## config.mk

```make
export PLATFORM = sky130hd
export DESIGN_NAME = pci_cfg_issuer
export DESIGN_NICKNAME = d
export VERILOG_FILES = /design/src/rtl/pci_iss_pkg.sv /design/src/rtl/pci_iss_decode.sv /design/src/rtl/pci_iss_seq.sv /design/src/rtl/pci_iss_par.sv /design/src/rtl/pci_cfg_issuer.sv
export SDC_FILE = /design/constraint.sdc
export NUM_CORES = 1
export LEC_CHECK = 0
export ABC_AREA = 1
export CAP_MARGIN = 20
export CORE_AREA = 2 2 125 127
export CTS_CLUSTER_DIAMETER = 150
export DETAILED_ROUTE_END_ITERATION = 8
export DIE_AREA = 0 0 127 129
export GPL_ROUTABILITY_DRIVEN = 0
export GPL_TIMING_DRIVEN = 0
export PLACE_DENSITY = 0.8
export SYNTH_ARGS = -nofsm -noshare
export SYNTH_HDL_FRONTEND = slang
export SYNTH_SLANG_ARGS = --single-unit
```

## constraint.sdc

```tcl
create_clock -name clk -period 2.6 [get_ports clk]
set_input_delay 0.52 -clock clk [delete_from_list [all_inputs] [get_ports clk]]
set_output_delay 0.52 -clock clk [all_outputs]
set_load 0.02 [all_outputs]
```

## src/rtl/pci_iss_pkg.sv

```systemverilog
// Package: shared types and encodings for the PCI configuration / special-cycle initiator.
// Assumes a 32-bit AD bus and the classic selector field layout decoded by the bus side.
package pci_iss_pkg;

    localparam int AD_W     = 32;
    localparam int CBE_W    = 4;
    localparam int IDSEL_LO = 11;
    localparam int IDSEL_W  = AD_W - IDSEL_LO;

    localparam logic [CBE_W-1:0] CMD_IACK    = 4'b0000;
    localparam logic [CBE_W-1:0] CMD_SPECIAL = 4'b0001;
    localparam logic [CBE_W-1:0] CMD_CFG_RD  = 4'b1010;
    localparam logic [CBE_W-1:0] CMD_CFG_WR  = 4'b1011;

    localparam logic [1:0] OFS_SEL  = 2'd0;
    localparam logic [1:0] OFS_DATA = 2'd1;
    localparam logic [1:0] OFS_IACK = 2'd2;
    localparam logic [1:0] OFS_STAT = 2'd3;

    typedef enum logic [2:0] {
        ST_IDLE,
        ST_ADDR,
        ST_WAIT,
        ST_DATA,
        ST_REL
    } bus_st_e;

    typedef struct packed {
        logic       en;
        logic [7:0] bus;
        logic [4:0] dev;
        logic [2:0] fn;
        logic [5:0] rg;
    } sel_t;

endpackage

```

## src/rtl/pci_iss_decode.sv

```systemverilog
// Module: pci_iss_decode
// Classifies an accepted processor access into a bus transaction and forms its
// address-phase AD value and command. Purely combinational.
// Assumes the selector fields are already split out of the stored register.
module pci_iss_decode
    import pci_iss_pkg::*;
(
    input  sel_t              sel,
    input  logic [1:0]        ofs,
    input  logic              we,
    output logic              go,
    output logic              special,
    output logic              is_wr,
    output logic [CBE_W-1:0]  cmd,
    output logic [AD_W-1:0]   addr_ad
);

    logic             pattern;
    logic [IDSEL_W-1:0] idsel;
    logic [AD_W-1:0]  t0_ad;
    logic [AD_W-1:0]  t1_ad;

    // One IDSEL line per decodable device number.
    for (genvar g = 0; g < IDSEL_W; g++) begin : g_idsel
        assign idsel[g] = (sel.dev == 5'(g));
    end

    assign pattern = (sel.dev == 5'h1F) && (sel.fn == 3'h7) && (sel.rg == 6'h00);
    assign t0_ad   = {idsel, sel.fn, sel.rg, 2'b00};
    assign t1_ad   = {8'h00, sel.bus, sel.dev, sel.fn, sel.rg, 2'b01};

    // Pick transaction kind, command and address-phase value.
    always_comb begin
        go      = 1'b0;
        special = 1'b0;
        is_wr   = we;
        cmd     = CMD_IACK;
        addr_ad = '0;
        if (ofs == OFS_DATA && sel.en) begin
            go  = 1'b1;
            cmd = we ? CMD_CFG_WR : CMD_CFG_RD;
            if (sel.bus != 8'h00) begin
                addr_ad = t1_ad;
            end else if (pattern && we) begin
                special = 1'b1;
                cmd     = CMD_SPECIAL;
                addr_ad = '0;
            end else begin
                addr_ad = t0_ad;
            end
        end else if (ofs == OFS_IACK && !we) begin
            go  = 1'b1;
            cmd = CMD_IACK;
        end
    end

endmodule

```

## src/rtl/pci_iss_seq.sv

```systemverilog
// Module: pci_iss_seq
// Runs one single-phase initiator transaction: address phase, wait states,
// data phase, then FRAME release followed by IRDY release one clock later.
// Special cycles ignore the target and always end by timeout (master-abort).
// Assumes no target holds DEVSEL without eventually giving TRDY.
module pci_iss_seq
    import pci_iss_pkg::*;
#(
    parameter int WAIT_STATES = 1,
    parameter int ABORT_CLKS  = 5
) (
    input  logic              clk,
    input  logic              rst_n,
    input  logic              start,
    input  logic              special,
    input  logic              is_wr,
    input  logic [CBE_W-1:0]  cmd,
    input  logic [AD_W-1:0]   addr_ad,
    input  logic [AD_W-1:0]   wdata,
    input  logic              devsel_n,
    input  logic              trdy_n,
    input  logic [AD_W-1:0]   ad_in,
    output logic              frame_n,
    output logic              irdy_n,
    output logic              ad_oe,
    output logic [AD_W-1:0]   ad_out,
    output logic [CBE_W-1:0]  cbe_n,
    output logic              busy,
    output logic              fin,
    output logic              fin_abort,
    output logic              fin_special,
    output logic [AD_W-1:0]   rd_data
);

    localparam int CNT_TOP = (ABORT_CLKS > WAIT_STATES) ? ABORT_CLKS : WAIT_STATES;
    localparam int CNT_W   = $clog2(CNT_TOP + 2);

    bus_st_e            st_q, st_d;
    logic [CNT_W-1:0]   cnt_q;
    logic               seen_q;
    logic               spec_q;
    logic               wr_q;
    logic               abort_q;
    logic [CBE_W-1:0]   cmd_q;
    logic [AD_W-1:0]    addr_q;
    logic [AD_W-1:0]    data_q;
    logic [AD_W-1:0]    rd_q;
    logic               hit;
    logic               claim_done;
    logic               timeout;
    logic               on_bus;

    assign on_bus     = (st_q == ST_ADDR) || (st_q == ST_WAIT) || (st_q == ST_DATA);
    assign hit        = !spec_q && (seen_q || !devsel_n);
    assign claim_done = (st_q == ST_DATA) && hit && !trdy_n;
    assign timeout    = (st_q == ST_DATA) && !hit && (cnt_q >= CNT_W'(ABORT_CLKS));

    // Next-state selection for the transaction sequence.
    always_comb begin
        st_d = st_q;
        unique case (st_q)
            ST_IDLE: if (start) st_d = ST_ADDR;
            ST_ADDR: st_d = (WAIT_STATES == 0) ? ST_DATA : ST_WAIT;
            ST_WAIT: if (cnt_q >= CNT_W'(WAIT_STATES)) st_d = ST_DATA;
            ST_DATA: if (claim_done || timeout) st_d = ST_REL;
            ST_REL:  st_d = ST_IDLE;
            default: st_d = ST_IDLE;
        endcase
    end

    // State register, clock counter and DEVSEL memory.
    always_ff @(posedge clk) begin
        if (!rst_n) begin
            st_q   <= ST_IDLE;
            cnt_q  <= '0;
            seen_q <= 1'b0;
        end else begin
            st_q <= st_d;
            if (st_q == ST_IDLE) begin
                cnt_q  <= '0;
                seen_q <= 1'b0;
            end else begin
                if (cnt_q != '1) cnt_q <= cnt_q + 1'b1;
                if (on_bus && !devsel_n) seen_q <= 1'b1;
            end
        end
    end

    // Latch the transaction description at start and the result at completion.
    always_ff @(posedge clk) begin
        if (!rst_n) begin
            spec_q  <= 1'b0;
            wr_q    <= 1'b0;
            abort_q <= 1'b0;
            cmd_q   <= '0;
            addr_q  <= '0;
            data_q  <= '0;
            rd_q    <= '0;
        end else begin
            if (st_q == ST_IDLE && start) begin
                spec_q  <= special;
                wr_q    <= is_wr;
                cmd_q   <= cmd;
                addr_q  <= addr_ad;
                data_q  <= wdata;
                abort_q <= 1'b0;
            end
            if (timeout) abort_q <= 1'b1;
            if (claim_done) rd_q <= wr_q ? '0 : ad_in;
        end
    end

    // Bus pin values derived from the current state.
    always_comb begin
        frame_n = !on_bus;
        irdy_n  = !((st_q == ST_DATA) || (st_q == ST_REL));
        ad_oe   = (st_q == ST_ADDR) || (wr_q && (st_q != ST_IDLE));
        ad_out  = (st_q == ST_ADDR) ? addr_q : data_q;
        if (st_q == ST_IDLE)      cbe_n = 4'hF;
        else if (st_q == ST_ADDR) cbe_n = cmd_q;
        else                      cbe_n = 4'h0;
    end

    assign busy        = (st_q != ST_IDLE);
    assign fin         = (st_q == ST_REL);
    assign fin_abort   = abort_q;
    assign fin_special = spec_q;
    assign rd_data     = rd_q;

endmodule

```

## src/rtl/pci_iss_par.sv

```systemverilog
// Module: pci_iss_par
// Registers even parity over AD and C/BE so PAR lags its phase by one clock.
// Assumes AD and C/BE are stable for the whole clock they are sampled in.
module pci_iss_par
    import pci_iss_pkg::*;
(
    input  logic              clk,
    input  logic              rst_n,
    input  logic [AD_W-1:0]   ad,
    input  logic [CBE_W-1:0]  cbe_n,
    input  logic              ad_oe,
    output logic              par,
    output logic              par_oe
);

    // Parity bit and its enable, one clock behind the sourced phase.
    always_ff @(posedge clk) begin
        if (!rst_n) begin
            par    <= 1'b0;
            par_oe <= 1'b0;
        end else begin
            par    <= ^{ad, cbe_n};
            par_oe <= ad_oe;
        end
    end

endmodule

```

## src/rtl/pci_cfg_issuer.sv

```systemverilog
// Module: pci_cfg_issuer (top)
// Processor-side selector and status registers, access acceptance, and the
// completion response. Bus-side sequencing and parity live in submodules.
// Assumes one outstanding access; requests arriving while busy are dropped.
module pci_cfg_issuer
    import pci_iss_pkg::*;
#(
    parameter int WAIT_STATES = 1,
    parameter int ABORT_CLKS  = 5
) (
    input  logic        clk,
    input  logic        rst_n,
    input  logic        cpu_req,
    input  logic        cpu_we,
    input  logic [1:0]  cpu_ofs,
    input  logic [31:0] cpu_wdata,
    output logic        cpu_busy,
    output logic        cpu_done,
    output logic [31:0] cpu_rdata,
    output logic [31:0] pci_ad_out,
    output logic        pci_ad_oe,
    input  logic [31:0] pci_ad_in,
    output logic [3:0]  pci_cbe_n,
    output logic        pci_frame_n,
    output logic        pci_irdy_n,
    input  logic        pci_devsel_n,
    input  logic        pci_trdy_n,
    output logic        pci_par,
    output logic        pci_par_oe
);

    localparam logic [AD_W-1:0] SEL_MASK = 32'h80FF_FFFC;

    logic [AD_W-1:0]  cfg_q;
    logic             sts_q;
    logic             done_q;
    logic [AD_W-1:0]  rdata_q;
    sel_t             sel;
    logic             accept;
    logic             dec_go;
    logic             dec_special;
    logic             dec_wr;
    logic [CBE_W-1:0] dec_cmd;
    logic [AD_W-1:0]  dec_ad;
    logic             seq_busy;
    logic             seq_fin;
    logic             seq_fin_abort;
    logic             seq_fin_special;
    logic [AD_W-1:0]  seq_rd;

    assign sel    = '{en: cfg_q[31], bus: cfg_q[23:16], dev: cfg_q[15:11],
                      fn: cfg_q[10:8], rg: cfg_q[7:2]};
    assign accept = cpu_req && !seq_busy;

    pci_iss_decode u_dec (
        .sel     (sel),
        .ofs     (cpu_ofs),
        .we      (cpu_we),
        .go      (dec_go),
        .special (dec_special),
        .is_wr   (dec_wr),
        .cmd     (dec_cmd),
        .addr_ad (dec_ad)
    );

    pci_iss_seq #(
        .WAIT_STATES (WAIT_STATES),
        .ABORT_CLKS  (ABORT_CLKS)
    ) u_seq (
        .clk         (clk),
        .rst_n       (rst_n),
        .start       (accept && dec_go),
        .special     (dec_special),
        .is_wr       (dec_wr),
        .cmd         (dec_cmd),
        .addr_ad     (dec_ad),
        .wdata       (cpu_wdata),
        .devsel_n    (pci_devsel_n),
        .trdy_n      (pci_trdy_n),
        .ad_in       (pci_ad_in),
        .frame_n     (pci_frame_n),
        .irdy_n      (pci_irdy_n),
        .ad_oe       (pci_ad_oe),
        .ad_out      (pci_ad_out),
        .cbe_n       (pci_cbe_n),
        .busy        (seq_busy),
        .fin         (seq_fin),
        .fin_abort   (seq_fin_abort),
        .fin_special (seq_fin_special),
        .rd_data     (seq_rd)
    );

    pci_iss_par u_par (
        .clk    (clk),
        .rst_n  (rst_n),
        .ad     (pci_ad_out),
        .cbe_n  (pci_cbe_n),
        .ad_oe  (pci_ad_oe),
        .par    (pci_par),
        .par_oe (pci_par_oe)
    );

    // Selector register: written only through an accepted access.
    always_ff @(posedge clk) begin
        if (!rst_n) begin
            cfg_q <= '0;
        end else if (accept && cpu_we && cpu_ofs == OFS_SEL) begin
            cfg_q <= cpu_wdata & SEL_MASK;
        end
    end

    // Received-master-abort flag: set by non-special aborts, cleared by write-one.
    always_ff @(posedge clk) begin
        if (!rst_n) begin
            sts_q <= 1'b0;
        end else if (seq_fin && seq_fin_abort && !seq_fin_special) begin
            sts_q <= 1'b1;
        end else if (accept && cpu_we && cpu_ofs == OFS_STAT && cpu_wdata[0]) begin
            sts_q <= 1'b0;
        end
    end

    // Completion pulse and read data for register accesses and bus cycles.
    always_ff @(posedge clk) begin
        if (!rst_n) begin
            done_q  <= 1'b0;
            rdata_q <= '0;
        end else begin
            done_q <= seq_fin || (accept && !dec_go);
            if (seq_fin) begin
                rdata_q <= seq_fin_abort ? '1 : seq_rd;
            end else if (accept && !dec_go) begin
                unique case (cpu_ofs)
                    OFS_SEL:  rdata_q <= cfg_q;
                    OFS_DATA: rdata_q <= '1;
                    OFS_IACK: rdata_q <= '0;
                    default:  rdata_q <= {31'b0, sts_q};
                endcase
            end
        end
    end

    assign cpu_busy  = seq_busy;
    assign cpu_done  = done_q;
    assign cpu_rdata = rdata_q;

endmodule

```

==> impl_metrics.toml, run 1 <==
[cts]
ctsHoldBuffers = 0
cts_tree = "done"
cts.sinks = 166
numCtsBuffers = 17
clk_pin_slew_ns = 0.07
insertion_delay_ns = 0.43
h-tree-depth = 4
root_buffer = "clkbuf_16"
cts.path.max_buffers = 2

[detailed_routing]
first_iter_violations = 860
viasPerCell = 5.52
routed_wirelength_mm = 24.2
postRouteAntennaNets = 0
wire_per_inst_um = 15.7
route.detailed.drc = 0
first_pass_iters = 6
dr_total_vias = 8497

[synthesis]
post_synth_and_or_nand_nor_area_fraction_pct = 28.4
synth-main-ff-cell = "dfxtp_1"
syn-cell-area_um2 = 7850
synth_edf_count = 0
synth-xor-area-share_pct = 0.446
netlist_top_cells_count = "nand2_1 (369), dfxtp_1 (166), a21oi_1 (114)"
yosysTopAreaCell = "dfxtp_1"
synth_top_family_by_area = "simple AND/OR/NAND/NOR gates"
synthMuxAreaShare_pct = 0.127
synth_cells = 1173
synth-seq-cells = 166
yosysSeqAreaShare_pct = 42.3
synthArstFlopShare_pct = 0
synth-compound-area-share_pct = 19.8
syn_nets = 1248
synth.distinct_cells = 32
yosys_warnings = 0
synthTopCellsByArea = "dfxtp_1 (42%), nand2_1 (18%), a21oi_1 (7.3%)"
synth_fa_ha_area_share_pct = 0.478
yosysTopAreaCellShare_pct = 42.3
syn_avg_cell_area_um2 = 6.69
yosysMostFrequentCell = "nand2_1"

[layout]
fill_cells = 1315
nets = 1412
syn_to_final_growth_pct = 29.7
antenna_cells = 0
layout-drive-gt1-share_pct = 5.41
multi_input_area_um2 = 3880
seq_area_um2 = 3330

[worst_setup_path]
crit_top_cell = "nor2_1"
crit_family = "buffers and inverters"
reg2reg_to = "u_seq.addr_q[25]"
r2r_slack_ns = 0.05
end_kind = "flop"
crit_type = "primary input to flop"
ff2ff_path_depth = 9
critPathMaxStageDelay_ns = 0.54
start_kind = "primary input"
cpMaxStageDelayCell = "nor2_1"
worstSetupStartpoint = "cpu_ofs[1]"
cp.arrival_ns = 2.88
cp_num_buf_inv = 4
cp.depth = 10
critPathMaxFanout = 10
timing.rr.start = "u_seq.st_q[0]"
worstPathCellList = "clkdlybuf4s50_1 > nor2_1 > nand2_1 > inv_1 > a31oi_1 > nor2_1 > inv_1 > clkbuf_1 > a32oi_1 > nor2_1"
required_ns = 2.90

[die]
die_area_um2 = 16400
die_w_um = 127
rows = 45
die_h_um = 129
start_util_pct = 52.4
io_pins = 147
core_um2 = 15000

[sta]
worstMarginPinSlew_ns = 0.680
max_slew_margin_pct = 54.5
finalClockSkew_ns = 0.00685
fin_crit_ns = 2.58
hold_viol_final = 0
finalMaxSlewViolations = 0
period_share_pct = 99.3
clock.fmax_mhz = 387
setup_viol = 0
worst_hold_slack_ns = 0.461
rsz0062_at_grt = "true"

[min_path]
holdPathEnd = "u_seq.rd_data[23]"
hold_path_depth = 2
hp-class = "flop to flop"
min_from = "u_seq.rd_data[23]"

[global_route]
grt_max_degree = 17
gr-total-overflow = 0
grt_pass1_vias = 7799
antenna_found_initial = 0
grt_pass1_wl_mm = 38.2
grt.total_usage_pct = 29.6

[placed_design]
dp_hpwl_mm = 18.5
io_buffers = 145

[power]
p_leak_uw = 0.00411
power.density_nw_per_um2 = 740
peakVddDrop_mv = 0.524
p_total_uw = 7540

[job]
maxCapViolCount = 0

[outcome]
outcome = "complete, no violations"
[final cells by class]
cell class | count | area share [%]
inverter | 94 | 3.49
clock inverter | 13 | 1.67
clock buffer | 19 | 4.35
tap | 188 | 2.31
timing repair buffer | 145 | 13.9
buffer | 73 | 3.43
sequential | 166 | 32.7
multi-input combinational | 840 | 38.1
[per-stage QoR]
stage | utilization [%] | cell area [um2] | setup TNS [ns] | std cells | setup WS, ns
final | 68.0 | 10200 | 0 | 1538 | 0.0191
after floorplan | - | 7850 | 0 | 1173 | 0.478
after global placement | 63.7 | 9540 | -22.19 | 1506 | -0.364
after CTS | 67.8 | 10200 | 0 | 1538 | 0.0355
after global routing | 68.0 | 10200 | -2.12 | 1538 | -0.154
after detailed placement | 63.7 | 9540 | -24.46 | 1506 | -0.363
[per-layer routing]
metal  vias up  GRT usage [%]  share of wire [%]  wire length [um]
met5         -              0                  0                 0
met4         0           14.7                3.9               936
met3        69           5.36                8.0              1930
met2       408           49.6                 46             11100
met1      3817           36.8                 42             10200
li1       4203              -                  -                 -
[report_power, final]
group | internal [uW] | switching (uW) | leakage, uW
Clock | 1550 | 1070 | 0.000291
Sequential | 2670 | 95.7 | 0.00135
Combinational | 776 | 1380 | 0.00247
[timing repair]
action | CTS | global route
buffers inserted | 0 | 0
setup endpoints to repair | 46 | 77
gates resized for setup | 59 | 11
hold endpoints to repair | 0 | 0
cloned | 0 | 0
pin swaps | 0 | 0
[worst max path at each step]
stage / to / slack, ns
floorplan: pci_cbe_n[3] / 0.48
global placement: u_seq.data_q[26] / -0.36
detailed placement: u_seq.addr_q[25] / -0.36
CTS: pci_cbe_n[3] / 0.04
global route: u_seq.addr_q[29] / -0.15
finish: u_seq.addr_q[25] / 0.02
[cell families (layout without fill, tap and decap cells)]
logic type,after synthesis,after routing
multiplexers,1,1
AND/OR/NAND/NOR,544,544
flip-flops,166,166
AO/OA/AOI/OAI,288,288
adder cells (fa/ha/maj),3,3
XOR/XNOR,4,4
buffers and inverters,167,344
[state kept, by name, indices dropped and copies added (netlist names), 2 cells and up]
register / cells
u_seq.data_q: 32
u_seq.rd_data: 32
cpu_rdata: 32
u_seq.cnt_q: 3
u_seq.st_q: 3
cfg_q: 23
u_seq.cmd_q: 2
u_seq.addr_q: 31
[placed cells by master (no fill, tap or decap), types with 3 or more instances in the layout]
| cell type | count |
|---|---|
| inv_6 | 4 |
| xor2_1 | 3 |
| dfxtp_1 | 163 |
| buf_2 | 8 |
| buf_4 | 8 |
| nand4_1 | 6 |
| clkdlybuf4s50_1 | 109 |
| o211ai_1 | 23 |
| nand3b_1 | 14 |
| ha_1 | 3 |
| o21ai_0 | 111 |
| inv_2 | 8 |
| o22ai_1 | 3 |
| clkbuf_1 | 50 |
| a31oi_1 | 32 |
| clkinvlp_4 | 3 |
| clkdlybuf4s15_1 | 3 |
| nand2_1 | 369 |
| clkbuf_16 | 17 |
| a21oi_1 | 114 |
| clkinv_1 | 3 |
| bufinv_16 | 3 |
| nor3_1 | 6 |
| nor2_4 | 3 |
| nor2_1 | 73 |
| nand3_1 | 65 |
| dlygate4sd2_1 | 30 |
| nor4_1 | 5 |
| inv_1 | 82 |
[tightest hold or removal path, stage by stage, from the launching register on]
cell     delay [ns]
dfxtp_1        0.31
nand2_1        0.06
a21oi_1        0.05
No activity file was read; power rests on OpenSTA's default activity.
==> inputs of run 2 (changes only) <==
Settings changed: CORE_AREA 2 2 125 127 to 5 5 128 130, DIE_AREA 0 0 127 129 to 0 0 133 135.
==> run 2 against run 1 <==
  * Maximum frequency grew 1.3%
  * Utilization shrank 0.61 points
  * First-iteration DRC count shrank 24%
  * Die area grew 9.6%
  * Clock power shrank 4%
  * Critical path depth shrank 3
  * Via count grew 0.13%
  * Register-to-register slack gained 0.15 ns
  * Sequential share of layout area grew 0.15 points
  * Cell count is the same
  * Sequential power is essentially flat
  * Sequential cell count is the same
==> impl_metrics.toml, run 2 (same netlist as run 1, synthesis figures left out) <==
[detailed_routing]
viasPerCell = 5.53
postRouteAntennaNets = 0
first_pass_iters = 6
dr_total_vias = 8508
wire_per_inst_um = 16.3
first_iter_violations = 651
route.detailed.drc = 0
routed_wirelength_mm = 25.0

[worst_setup_path]
cpMaxStageDelayCell = "dfxtp_2"
critPathMaxStageDelay_ns = 0.42
ff2ff_path_depth = 9
r2r_slack_ns = 0.20
cp.arrival_ns = 2.03
end_kind = "primary output"
worstSetupStartpoint = "u_seq.st_q[1]"
worstPathCellList = "inv_4 > nand3_1 > buf_4 > buf_4 > nand2_1 > nand2_1 > dlygate4sd2_1"
reg2reg_to = "u_seq.addr_q[25]"
crit_type = "flop to primary output"
required_ns = 2.08
critPathMaxFanout = 10
start_kind = "flop"
timing.rr.start = "u_seq.st_q[0]"

[placed_design]
io_buffers = 145
dp_hpwl_mm = 19.1
post_dp_cell_area_um2 = 9540

[cts]
h-tree-depth = 4
root_buffer = "clkbuf_16"
cts_tree = "done"
clk_pin_slew_ns = 0.06
post-cts-setup-buffers = 0
cts.path.max_buffers = 2
ctsHoldBuffers = 0
numCtsBuffers = 17
cts.sinks = 166
insertion_delay_ns = 0.43

[sta]
finalClockSkew_ns = 0.00641
hold_viol_final = 0
rsz0062_at_grt = "false"
fin_crit_ns = 2.55
setup_viol = 0
period_share_pct = 98.0
worst_hold_slack_ns = 0.460
clock.fmax_mhz = 393
worstMarginPinSlew_ns = 0.650
max_slew_margin_pct = 56.4
finalMaxSlewViolations = 0

[global_route]
met2_usage_pct = 46.1
gr-total-overflow = 0
use_met3_pct = 5.85
grt.total_usage_pct = 27.5
grt-busiest-layer = "met2"
antenna_found_initial = 1
grt_max_degree = 17
grt_pass1_vias = 7817
grt_pass1_wl_mm = 39.5
grt_use_met1_pct = 34.1

[layout]
layout-drive-gt1-share_pct = 5.93
antenna_cells = 0
syn_to_final_growth_pct = 29.0
mostFrequentLayoutCell = "nand2_1"
mostFrequentLayoutCells = "nand2_1 (369), dfxtp_1 (163), a21oi_1 (114)"
postLayoutCellArea_um2 = 10100
nets = 1412

[min_path]
hold_path_depth = 2
min_from = "u_seq.addr_q[0]"
holdPathEnd = "u_seq.addr_q[0]"
hp-class = "flop to flop"

[die]
die_h_um = 135
rows = 45
die_w_um = 133
die_area_um2 = 18000
io_pins = 147
core_um2 = 15000
start_util_pct = 52.2

[job]
maxCapViolCount = 0

[power]
p_total_uw = 7440
peakVddDrop_mv = 0.493
p_leak_uw = 0.00410
power.density_nw_per_um2 = 734

[outcome]
outcome = "complete, no violations"
run 2: power by group:
group          switching (uW)  total (uW)  internal [uW]  leakage, uW
clock network            1060        2510           1450     0.000269
registers                97.3        2770           2670      0.00135
logic                    1390        2160            771      0.00249
run 2: how the worst max path moves through the flow:
| stage | cells after the start | end | slack [ns] |
|---|---|---|---|
| floorplan | 6 | pci_cbe_n[3] | 0.48 |
| global placement | 10 | u_seq.addr_q[25] | -0.36 |
| detailed placement | 10 | u_seq.addr_q[25] | -0.42 |
| CTS | 7 | pci_ad_out[18] | -0.01 |
| global route | 7 | pci_ad_out[15] | 0.0007 |
| finish | 7 | pci_ad_out[23] | 0.05 |
run 2: critical path: cells and delay by family, from the launching register on:
kind / cells / cell delay (ns)
flops: 1 / 0.42
buf+inv: 4 / 0.88
simple gates: 3 / 0.30
run 2: layout make-up:
cell class                 instances  area [um2]
buffer                            73         340
clock buffer                      19         443
clock inverter                    13         149
fill                            1321        4910
inverter                          94         355
multi-input combinational        840        3880
sequential                       166        3330
tap                              188         235
timing repair buffer             145        1400
run 2: metal layers:
| metal | part of all wire (%) | wire length, um |
|---|---|---|
| met1 | 42 | 10500 |
| met2 | 46 | 11600 |
| met3 | 7.9 | 1970 |
| met4 | 3.6 | 909 |
| met5 | 0.052 | 13 |
run 2: what timing repair did:
item	CTS	global route
cloned	0	0
resized for setup	54	24
endpoints found under the setup margin	76	74
run 2: metrics by stage:
step / setup TNS (ns) / setup slack (ns) / instances / util, %
2_1_floorplan: 0 / 0.478 / 1173 / -
3_3_place_gp: -22.57 / -0.362 / 1506 / 63.4
3_5_place_dp: -25.38 / -0.419 / 1506 / 63.4
4_1_cts: -0.0269 / -0.0145 / 1538 / 67.4
5_1_grt: 0 / 0.000709 / 1538 / 67.4
6_report: 0 / 0.0525 / 1538 / 67.4
==> inputs of run 3 (changes only) <==
Settings changed: CTS_CLUSTER_DIAMETER 150 to not set.
==> results of run 3 <==
Same layout as run 2: the final DEF is identical, and so are final timing and power.
